**src/rtl/seg_agen_pkg.sv**
```systemverilog
package seg_agen_pkg;

    typedef enum logic [1:0] {
        SEG_ES = 2'd0,
        SEG_CS = 2'd1,
        SEG_SS = 2'd2,
        SEG_DS = 2'd3
    } seg_id_e;

    typedef enum logic [2:0] {
        ACC_FETCH   = 3'd0,
        ACC_DATA    = 3'd1,
        ACC_STACK   = 3'd2,
        ACC_STR_SRC = 3'd3,
        ACC_STR_DST = 3'd4
    } acc_kind_e;

    typedef enum logic [1:0] {
        BASE_NONE = 2'd0,
        BASE_BX   = 2'd1,
        BASE_BP   = 2'd2
    } base_sel_e;

    typedef enum logic [1:0] {
        IDX_NONE = 2'd0,
        IDX_SI   = 2'd1,
        IDX_DI   = 2'd2
    } idx_sel_e;

    typedef enum logic [1:0] {
        DISP_NONE = 2'd0,
        DISP_8    = 2'd1,
        DISP_16   = 2'd2
    } disp_mode_e;

    localparam int NUM_SEGS = 4;

endpackage

```
**src/rtl/seg_agen_segregs.sv**
```systemverilog
module seg_agen_segregs
    import seg_agen_pkg::*;
#(
    parameter int OFS_W = 16
) (
    input  logic             clk,
    input  logic             rst_n,
    input  logic             wr_en,
    input  seg_id_e          wr_sel,
    input  logic [OFS_W-1:0] wr_data,
    input  seg_id_e          rd_sel,
    output logic [OFS_W-1:0] rd_data
);

    logic [OFS_W-1:0] seg_q [NUM_SEGS];

    for (genvar g = 0; g < NUM_SEGS; g++) begin : g_seg
        always_ff @(posedge clk) begin
            if (!rst_n) begin
                seg_q[g] <= '0;
            end else if (wr_en && (wr_sel == seg_id_e'(g))) begin
                seg_q[g] <= wr_data;
            end
        end
    end

    assign rd_data = seg_q[rd_sel];

endmodule

```
**src/rtl/seg_agen_offset.sv**
```systemverilog
module seg_agen_offset
    import seg_agen_pkg::*;
#(
    parameter int OFS_W = 16
) (
    input  acc_kind_e        kind,
    input  base_sel_e        base_sel,
    input  idx_sel_e         idx_sel,
    input  disp_mode_e       disp_mode,
    input  logic [OFS_W-1:0] disp,
    input  logic [OFS_W-1:0] ip,
    input  logic [OFS_W-1:0] sp,
    input  logic [OFS_W-1:0] bx,
    input  logic [OFS_W-1:0] bp,
    input  logic [OFS_W-1:0] si,
    input  logic [OFS_W-1:0] di,
    output logic [OFS_W-1:0] offset
);

    localparam int SHORT_W = 8;

    logic [OFS_W-1:0] base_term;
    logic [OFS_W-1:0] idx_term;
    logic [OFS_W-1:0] disp_term;
    logic [OFS_W-1:0] ea_sum;

    always_comb begin
        unique case (base_sel)
            BASE_BX: base_term = bx;
            BASE_BP: base_term = bp;
            default: base_term = '0;
        endcase
        unique case (idx_sel)
            IDX_SI:  idx_term = si;
            IDX_DI:  idx_term = di;
            default: idx_term = '0;
        endcase
        unique case (disp_mode)
            DISP_8:  disp_term = {{(OFS_W-SHORT_W){disp[SHORT_W-1]}}, disp[SHORT_W-1:0]};
            DISP_16: disp_term = disp;
            default: disp_term = '0;
        endcase
    end

    assign ea_sum = base_term + idx_term + disp_term;

    always_comb begin
        unique case (kind)
            ACC_FETCH:   offset = ip;
            ACC_STACK:   offset = sp;
            ACC_STR_SRC: offset = si;
            ACC_STR_DST: offset = di;
            default:     offset = ea_sum;
        endcase
    end

endmodule

```
**src/rtl/seg_agen_select.sv**
```systemverilog
module seg_agen_select
    import seg_agen_pkg::*;
(
    input  acc_kind_e kind,
    input  base_sel_e base_sel,
    input  logic      ovr_valid,
    input  seg_id_e   ovr_sel,
    output seg_id_e   seg_sel
);

    seg_id_e dflt_seg;
    logic    ovr_allowed;

    always_comb begin
        unique case (kind)
            ACC_FETCH: begin
                dflt_seg    = SEG_CS;
                ovr_allowed = 1'b0;
            end
            ACC_STACK: begin
                dflt_seg    = SEG_SS;
                ovr_allowed = 1'b0;
            end
            ACC_STR_SRC: begin
                dflt_seg    = SEG_DS;
                ovr_allowed = 1'b1;
            end
            ACC_STR_DST: begin
                dflt_seg    = SEG_ES;
                ovr_allowed = 1'b0;
            end
            default: begin
                dflt_seg    = (base_sel == BASE_BP) ? SEG_SS : SEG_DS;
                ovr_allowed = 1'b1;
            end
        endcase
    end

    assign seg_sel = (ovr_valid && ovr_allowed) ? ovr_sel : dflt_seg;

endmodule

```
**src/rtl/seg_agen.sv**
```systemverilog
module seg_agen
    import seg_agen_pkg::*;
#(
    parameter int OFS_W     = 16,
    parameter int SEG_SHIFT = 4
) (
    input  logic                       clk,
    input  logic                       rst_n,
    input  logic                       seg_wr_en,
    input  logic [1:0]                 seg_wr_sel,
    input  logic [OFS_W-1:0]           seg_wr_data,
    input  logic                       req_valid,
    input  logic [2:0]                 acc_kind,
    input  logic [1:0]                 base_sel,
    input  logic [1:0]                 idx_sel,
    input  logic [1:0]                 disp_mode,
    input  logic [OFS_W-1:0]           disp,
    input  logic                       ovr_valid,
    input  logic [1:0]                 ovr_sel,
    input  logic [OFS_W-1:0]           ip,
    input  logic [OFS_W-1:0]           sp,
    input  logic [OFS_W-1:0]           bx,
    input  logic [OFS_W-1:0]           bp,
    input  logic [OFS_W-1:0]           si,
    input  logic [OFS_W-1:0]           di,
    output logic                       out_valid,
    output logic [OFS_W+SEG_SHIFT-1:0] phys_addr,
    output logic [1:0]                 seg_used
);

    localparam int PA_W = OFS_W + SEG_SHIFT;

    seg_id_e          seg_sel;
    logic [OFS_W-1:0] seg_val;
    logic [OFS_W-1:0] offset;
    logic [PA_W-1:0]  pa_sum;

    seg_agen_segregs #(.OFS_W(OFS_W)) u_segregs (
        .clk     (clk),
        .rst_n   (rst_n),
        .wr_en   (seg_wr_en),
        .wr_sel  (seg_id_e'(seg_wr_sel)),
        .wr_data (seg_wr_data),
        .rd_sel  (seg_sel),
        .rd_data (seg_val)
    );

    seg_agen_offset #(.OFS_W(OFS_W)) u_offset (
        .kind      (acc_kind_e'(acc_kind)),
        .base_sel  (base_sel_e'(base_sel)),
        .idx_sel   (idx_sel_e'(idx_sel)),
        .disp_mode (disp_mode_e'(disp_mode)),
        .disp      (disp),
        .ip        (ip),
        .sp        (sp),
        .bx        (bx),
        .bp        (bp),
        .si        (si),
        .di        (di),
        .offset    (offset)
    );

    seg_agen_select u_select (
        .kind      (acc_kind_e'(acc_kind)),
        .base_sel  (base_sel_e'(base_sel)),
        .ovr_valid (ovr_valid),
        .ovr_sel   (seg_id_e'(ovr_sel)),
        .seg_sel   (seg_sel)
    );

    // segment shifted up, offset zero-extended; carry out of PA_W drops
    assign pa_sum = {seg_val, {SEG_SHIFT{1'b0}}} + PA_W'(offset);

    always_ff @(posedge clk) begin
        if (!rst_n) begin
            out_valid <= 1'b0;
            phys_addr <= '0;
            seg_used  <= 2'(SEG_ES);
        end else begin
            out_valid <= req_valid;
            if (req_valid) begin
                phys_addr <= pa_sum;
                seg_used  <= seg_sel;
            end
        end
    end

endmodule

```
**config.mk**
```make
export PLATFORM = sky130hd
export DESIGN_NAME = seg_agen
export DESIGN_NICKNAME = d
export VERILOG_FILES = /design/src/rtl/seg_agen_pkg.sv /design/src/rtl/seg_agen_segregs.sv /design/src/rtl/seg_agen_offset.sv /design/src/rtl/seg_agen_select.sv /design/src/rtl/seg_agen.sv
export SDC_FILE = /design/constraint.sdc
export NUM_CORES = 1
export LEC_CHECK = 0
export BUFFER_PORTS_ARGS = -buffer_cell sky130_fd_sc_hd__buf_2
export CAP_MARGIN = 20
export CORE_UTILIZATION = 35
export DETAILED_ROUTE_END_ITERATION = 8
export GPL_ROUTABILITY_DRIVEN = 0
export GPL_TIMING_DRIVEN = 0
export SYNTH_ARGS = -nofsm -noshare
export SYNTH_HDL_FRONTEND = slang
export SYNTH_HIERARCHICAL = 1
export SYNTH_SLANG_ARGS = --single-unit
```
**constraint.sdc**
```tcl
create_clock -name clk -period 6 [get_ports clk]
set_input_delay 0.6 -clock clk [delete_from_list [all_inputs] [get_ports clk]]
set_output_delay 0.6 -clock clk [all_outputs]
set_load 0.005 [all_outputs]
```
==> tab_implementation.tex <==
\begin{tabular}{lr}
\hline
Metric & Value \\
\hline
\multicolumn{2}{l}{\textbf{Status}} \\
\quad Status & completed \\
\multicolumn{2}{l}{\textbf{Yosys}} \\
\quad Post-synthesis net count & 873 \\
\quad Top\_reg\_cell synth & sky130\_fd\_sc\_hd\_\_edfxtp\_1 \\
\quad Number of enable-type register cells in the synthesized netlist & 64 \\
\quad Total of flip-flops plus latches after synthesis & 87 \\
\quad Async SR Flop Fraction & 0\% \\
\quad Yosys warns & 6 \\
\quad Number of cells produced by synthesis & 678 \\
\quad Sequential share of the synthesized area & between 30\% and 40\% \\
\quad Count of unique library cells instantiated by Yosys & 72 \\
\quad Mean instance size in the synthesized netlist & around 10 sq um \\
\quad Post-Synthesis Cell Area & 6790 sq um \\
\multicolumn{2}{l}{\textbf{Global route}} \\
\quad Overall fraction of global-route tracks in use & 19.7\% \\
\quad Number of global-route vias before repair & 5,650 \\
\quad Global-route wire length before repair & 29.7 mm \\
\quad Maximum number of pins on one net before global-route repair & 18 \\
\quad Gr ovfl total & 0 \\
\quad Antenna violations before repair & 0 \\
\multicolumn{2}{l}{\textbf{Timing}} \\
\quad Count of final hold-check violations & 0 \\
\quad Pins over their slew limit & 0 \\
\quad Maximum clock frequency & 0.178 GHz \\
\quad Tightest Pin Transition & 0.973 ns \\
\quad Worst clock skew on the final layout & 0.00923 ns \\
\quad Worst slew slack as a fraction of its limit & 35.1\% \\
\quad Ratio of final minimum period to clock period & 93.9\% \\
\quad Final WS setup & 0.367 ns \\
\quad Final hold slack & 0.487 ns \\
\quad Setup repair after global routing missed its margin & no \\
\quad Setup-violating endpoint count in the final report & 0 \\
\quad Post-route minimum period & about 5.6 ns \\
\multicolumn{2}{l}{\textbf{Cells and area}} \\
\quad Layout Area Growth over Synthesis & 22.9\% \\
\quad Highest-count cells in the layout ignoring fill and taps & sky130\_fd\_sc\_hd\_\_buf\_2 (173), sky130\_fd\_sc\_hd\_\_edfxtp\_1 (64), sky130\_fd\_sc\_hd\_\_and2\_1 (62) \\
\quad Utilization of the core after routing & 44.2\% \\
\quad Final Cell Area & between 8000 and 9000 sq um \\
\quad Share of layout cells above drive strength 1 & 31.5\% \\
\quad Total inserted antenna cells & 0 \\
\quad Most common cell after layout, fill and taps aside & sky130\_fd\_sc\_hd\_\_buf\_2 \\
\quad Nets@finish & 1,054 \\
\multicolumn{2}{l}{\textbf{Drt}} \\
\quad Iter 0 DRT Violations & roughly 240 \\
\quad Drt via density & just over 5 \\
\quad Post-route DRC & 0 \\
\quad Average detailed-routed wire length per instance & 17.3 um \\
\quad First drt pass iteration count & 4 \\
\quad Via total after detailed routing & $\sim$5,800 \\
\quad Total wire length & 19.5 mm \\
\quad Count of nets left with antenna violations after detail routing & 0 \\
\multicolumn{2}{l}{\textbf{Floorplan}} \\
\quad Floorplan core area & between 15,000 and 20,000 sq um \\
\quad Chip width & about 140 um \\
\quad Initial core utilization & between 30\% and 40\% \\
\quad Area enclosed by the die boundary & 20,000 sq um \\
\quad Floorplan die height & 141 um \\
\quad Site row count & 50 \\
\quad Top-level port count & 169 \\
\multicolumn{2}{l}{\textbf{Clock network}} \\
\quad Root Buffer Master & sky130\_fd\_sc\_hd\_\_clkbuf\_16 \\
\quad H-Tree Level Count & 3 \\
\quad CTS buffer count & 9 \\
\quad Source-to-sink clock delay at the later pin of the worst-skew pair & between 0.3 and 0.4 ns \\
\quad Reg clk slew, reported paths & 0.07 ns \\
\quad Number of buffers on the longest clock path & 2 \\
\quad CTS tree & done \\
\quad Post-CTS Setup Repair Bufs & 0 \\
\quad Clock Sinks & 87 \\
\multicolumn{2}{l}{\textbf{Placed design}} \\
\quad Post-place instance area & around 8000 sq um \\
\quad Post-detailed-placement half-perimeter wirelength & 15.7 mm \\
\quad IO buf count & 167 \\
\quad Worst setup slack after placement & -0.230 ns \\
\multicolumn{2}{l}{\textbf{Setup path}} \\
\quad Critical Path End Type & flip-flop \\
\quad Worst flop-to-flop path startpoint & u\_segregs/seg\_q[0][0] \\
\quad Reg2Reg Setup Slack & 2.98 ns \\
\quad Critical Path Source Type & input port \\
\quad Depth of the worst register-to-register path & 8 \\
\quad Data arrival at the endpoint of the critical path & 5.89 ns \\
\quad Endpoint of the lowest-slack register-to-register path & phys\_addr[18] \\
\quad Critical Setup Path Class & in2reg \\
\quad Required time at the endpoint of the critical path & 6.25 ns \\
\quad Maximum fanout encountered on the critical timing path & 10 \\
\multicolumn{2}{l}{\textbf{Pwr}} \\
\quad Pwr dens & 234 nW/um\^{}2 \\
\quad Peak supply drop & roughly 190 uV \\
\quad P\_leak & 3.69 nW \\
\quad Total power after layout & slightly below 2 mW \\
\multicolumn{2}{l}{\textbf{Worst hold path}} \\
\quad Min-Delay Path Depth & 2 \\
\quad Origin of the worst min-delay path & phys\_addr[15] \\
\quad Hold endpoint & phys\_addr[15] \\
\quad Class of the tightest hold or removal check & reg2reg \\
\multicolumn{2}{l}{\textbf{Flow run}} \\
\quad Max\_cap viols & 0 \\
\hline
\end{tabular}
==> state kept, by name (all words and copies together), names as in the netlist <==
register,count
seg_used,2
out_valid,1
phys_addr,20
u_segregs/seg_q,64
==> cell usage after synthesis, types with 4 or more instances <==
cell,count,area [sq um]
sky130_fd_sc_hd__a211oi_1,7,52.6
sky130_fd_sc_hd__o221ai_1,6,52.6
sky130_fd_sc_hd__or2_2,26,163
sky130_fd_sc_hd__dfxtp_1,23,460
sky130_fd_sc_hd__nand3b_1,6,45.0
sky130_fd_sc_hd__ha_1,32,400
sky130_fd_sc_hd__buf_2,6,30.0
sky130_fd_sc_hd__o21ai_1,4,20.0
sky130_fd_sc_hd__mux2i_1,21,210
sky130_fd_sc_hd__nand2b_1,7,43.8
sky130_fd_sc_hd__clkbuf_2,5,25.0
sky130_fd_sc_hd__a21oi_1,25,125
sky130_fd_sc_hd__xnor2_1,15,131
sky130_fd_sc_hd__mux4_1,6,158
sky130_fd_sc_hd__clkbuf_1,21,78.8
sky130_fd_sc_hd__xor2_1,8,70.1
sky130_fd_sc_hd__nand3_1,6,30.0
sky130_fd_sc_hd__a221oi_1,6,52.6
sky130_fd_sc_hd__nand2_1,40,150
sky130_fd_sc_hd__nand4_1,5,31.3
sky130_fd_sc_hd__edfxtp_1,64,1920
sky130_fd_sc_hd__o21ai_0,29,145
sky130_fd_sc_hd__o211ai_1,4,30.0
sky130_fd_sc_hd__nor2_1,46,173
sky130_fd_sc_hd__mux2_2,6,67.6
sky130_fd_sc_hd__mux4_2,10,225
sky130_fd_sc_hd__inv_1,44,165
sky130_fd_sc_hd__a21o_1,18,135
sky130_fd_sc_hd__o22ai_1,5,31.3
sky130_fd_sc_hd__fa_1,17,340
sky130_fd_sc_hd__and2_1,62,388
sky130_fd_sc_hd__a22oi_1,38,285
==> per-stage QoR <==
step	TNS [ns]	instances
6_report	0	1124
5_1_grt	0	1124
4_1_cts	0	1124
3_5_place_dp	-0.455	1108
3_3_place_gp	-0.461	1105
2_1_floorplan	0	678
==> power breakdown <==
| group | leakage (nW) | internal, mW | total (mW) | switching, mW |
|---|---|---|---|---|
| clock network | 0.150 | 0.332 | 0.574 | 0.243 |
| registers | 0.820 | 0.706 | 0.733 | 0.0268 |
| logic | 2.72 | 0.287 | 0.647 | 0.360 |
==> repair_timing <==
action,4_1_cts,5_1_grt
setup endpoints to repair,0,5
hold buffers,0,0
resized for setup,0,13
==> worst max path at each step <==
stage	end	from	cells after the start
after CTS	phys_addr[18]	base_sel[0]	24
final	phys_addr[17]	base_sel[0]	24
after detailed placement	phys_addr[18]	base_sel[0]	24
after floorplan	phys_addr[18]	base_sel[0]	23
after global placement	phys_addr[18]	idx_sel[0]	24
after global routing	phys_addr[17]	base_sel[0]	25
==> critical path, stage by stage <==
cell                       delay [ns]
sky130_fd_sc_hd__buf_2           0.13
sky130_fd_sc_hd__inv_1           0.06
sky130_fd_sc_hd__ha_1            0.13
sky130_fd_sc_hd__clkbuf_1        0.30
sky130_fd_sc_hd__clkbuf_2        0.29
sky130_fd_sc_hd__a22oi_1         0.11
sky130_fd_sc_hd__or2_2           0.31
sky130_fd_sc_hd__fa_1            0.47
sky130_fd_sc_hd__inv_1           0.06
sky130_fd_sc_hd__ha_1            0.18
sky130_fd_sc_hd__inv_1           0.07
sky130_fd_sc_hd__fa_1            0.41
sky130_fd_sc_hd__nand2b_1        0.19
sky130_fd_sc_hd__a21oi_2         0.24
sky130_fd_sc_hd__o41ai_4         0.13
sky130_fd_sc_hd__o311ai_2        0.29
sky130_fd_sc_hd__xnor2_1         0.18
sky130_fd_sc_hd__o221ai_1        0.24
sky130_fd_sc_hd__ha_1            0.47
sky130_fd_sc_hd__a21oi_1         0.11
sky130_fd_sc_hd__o211ai_1        0.11
sky130_fd_sc_hd__a21oi_2         0.08
sky130_fd_sc_hd__or4_1           0.47
sky130_fd_sc_hd__a311oi_1        0.25
==> cell type report <==
type | instances | area (sq um)
Fill cell | 1912 | 10500
Multi-Input combinational cell | 506 | 4060
Sequential cell | 87 | 2380
Timing Repair Buffer | 170 | 881
Tap cell | 260 | 325
Clock buffer | 9 | 225
Buffer | 39 | 221
Inverter | 46 | 173
Clock inverter | 7 | 86.3
==> logic make-up after synthesis <==
group | count (synthesis) | share of synthesized area (%)
AOI/OAI and AO/OA | 173 | 18.2
xor gates and xnor gates | 23 | 2.97
DFF | 87 | 35.1
and+or+nand+nor | 218 | 17.4
muxes | 43 | 9.72
buffers and inverters | 85 | 5.71
adders and majority gates | 49 | 10.9
==> routing by layer <==
layer	routed length, um	global-route usage (%)	up-vias	part of all wire [%]
li1	-	-	2854	-
met1	8640	25.1	2685	44
met2	9530	35.1	196	49
met3	1040	2.67	15	5.3
met4	245	5.03	0	1.3
met5	0	0	-	0
Note: power is estimated with default switching activity, not from simulation.
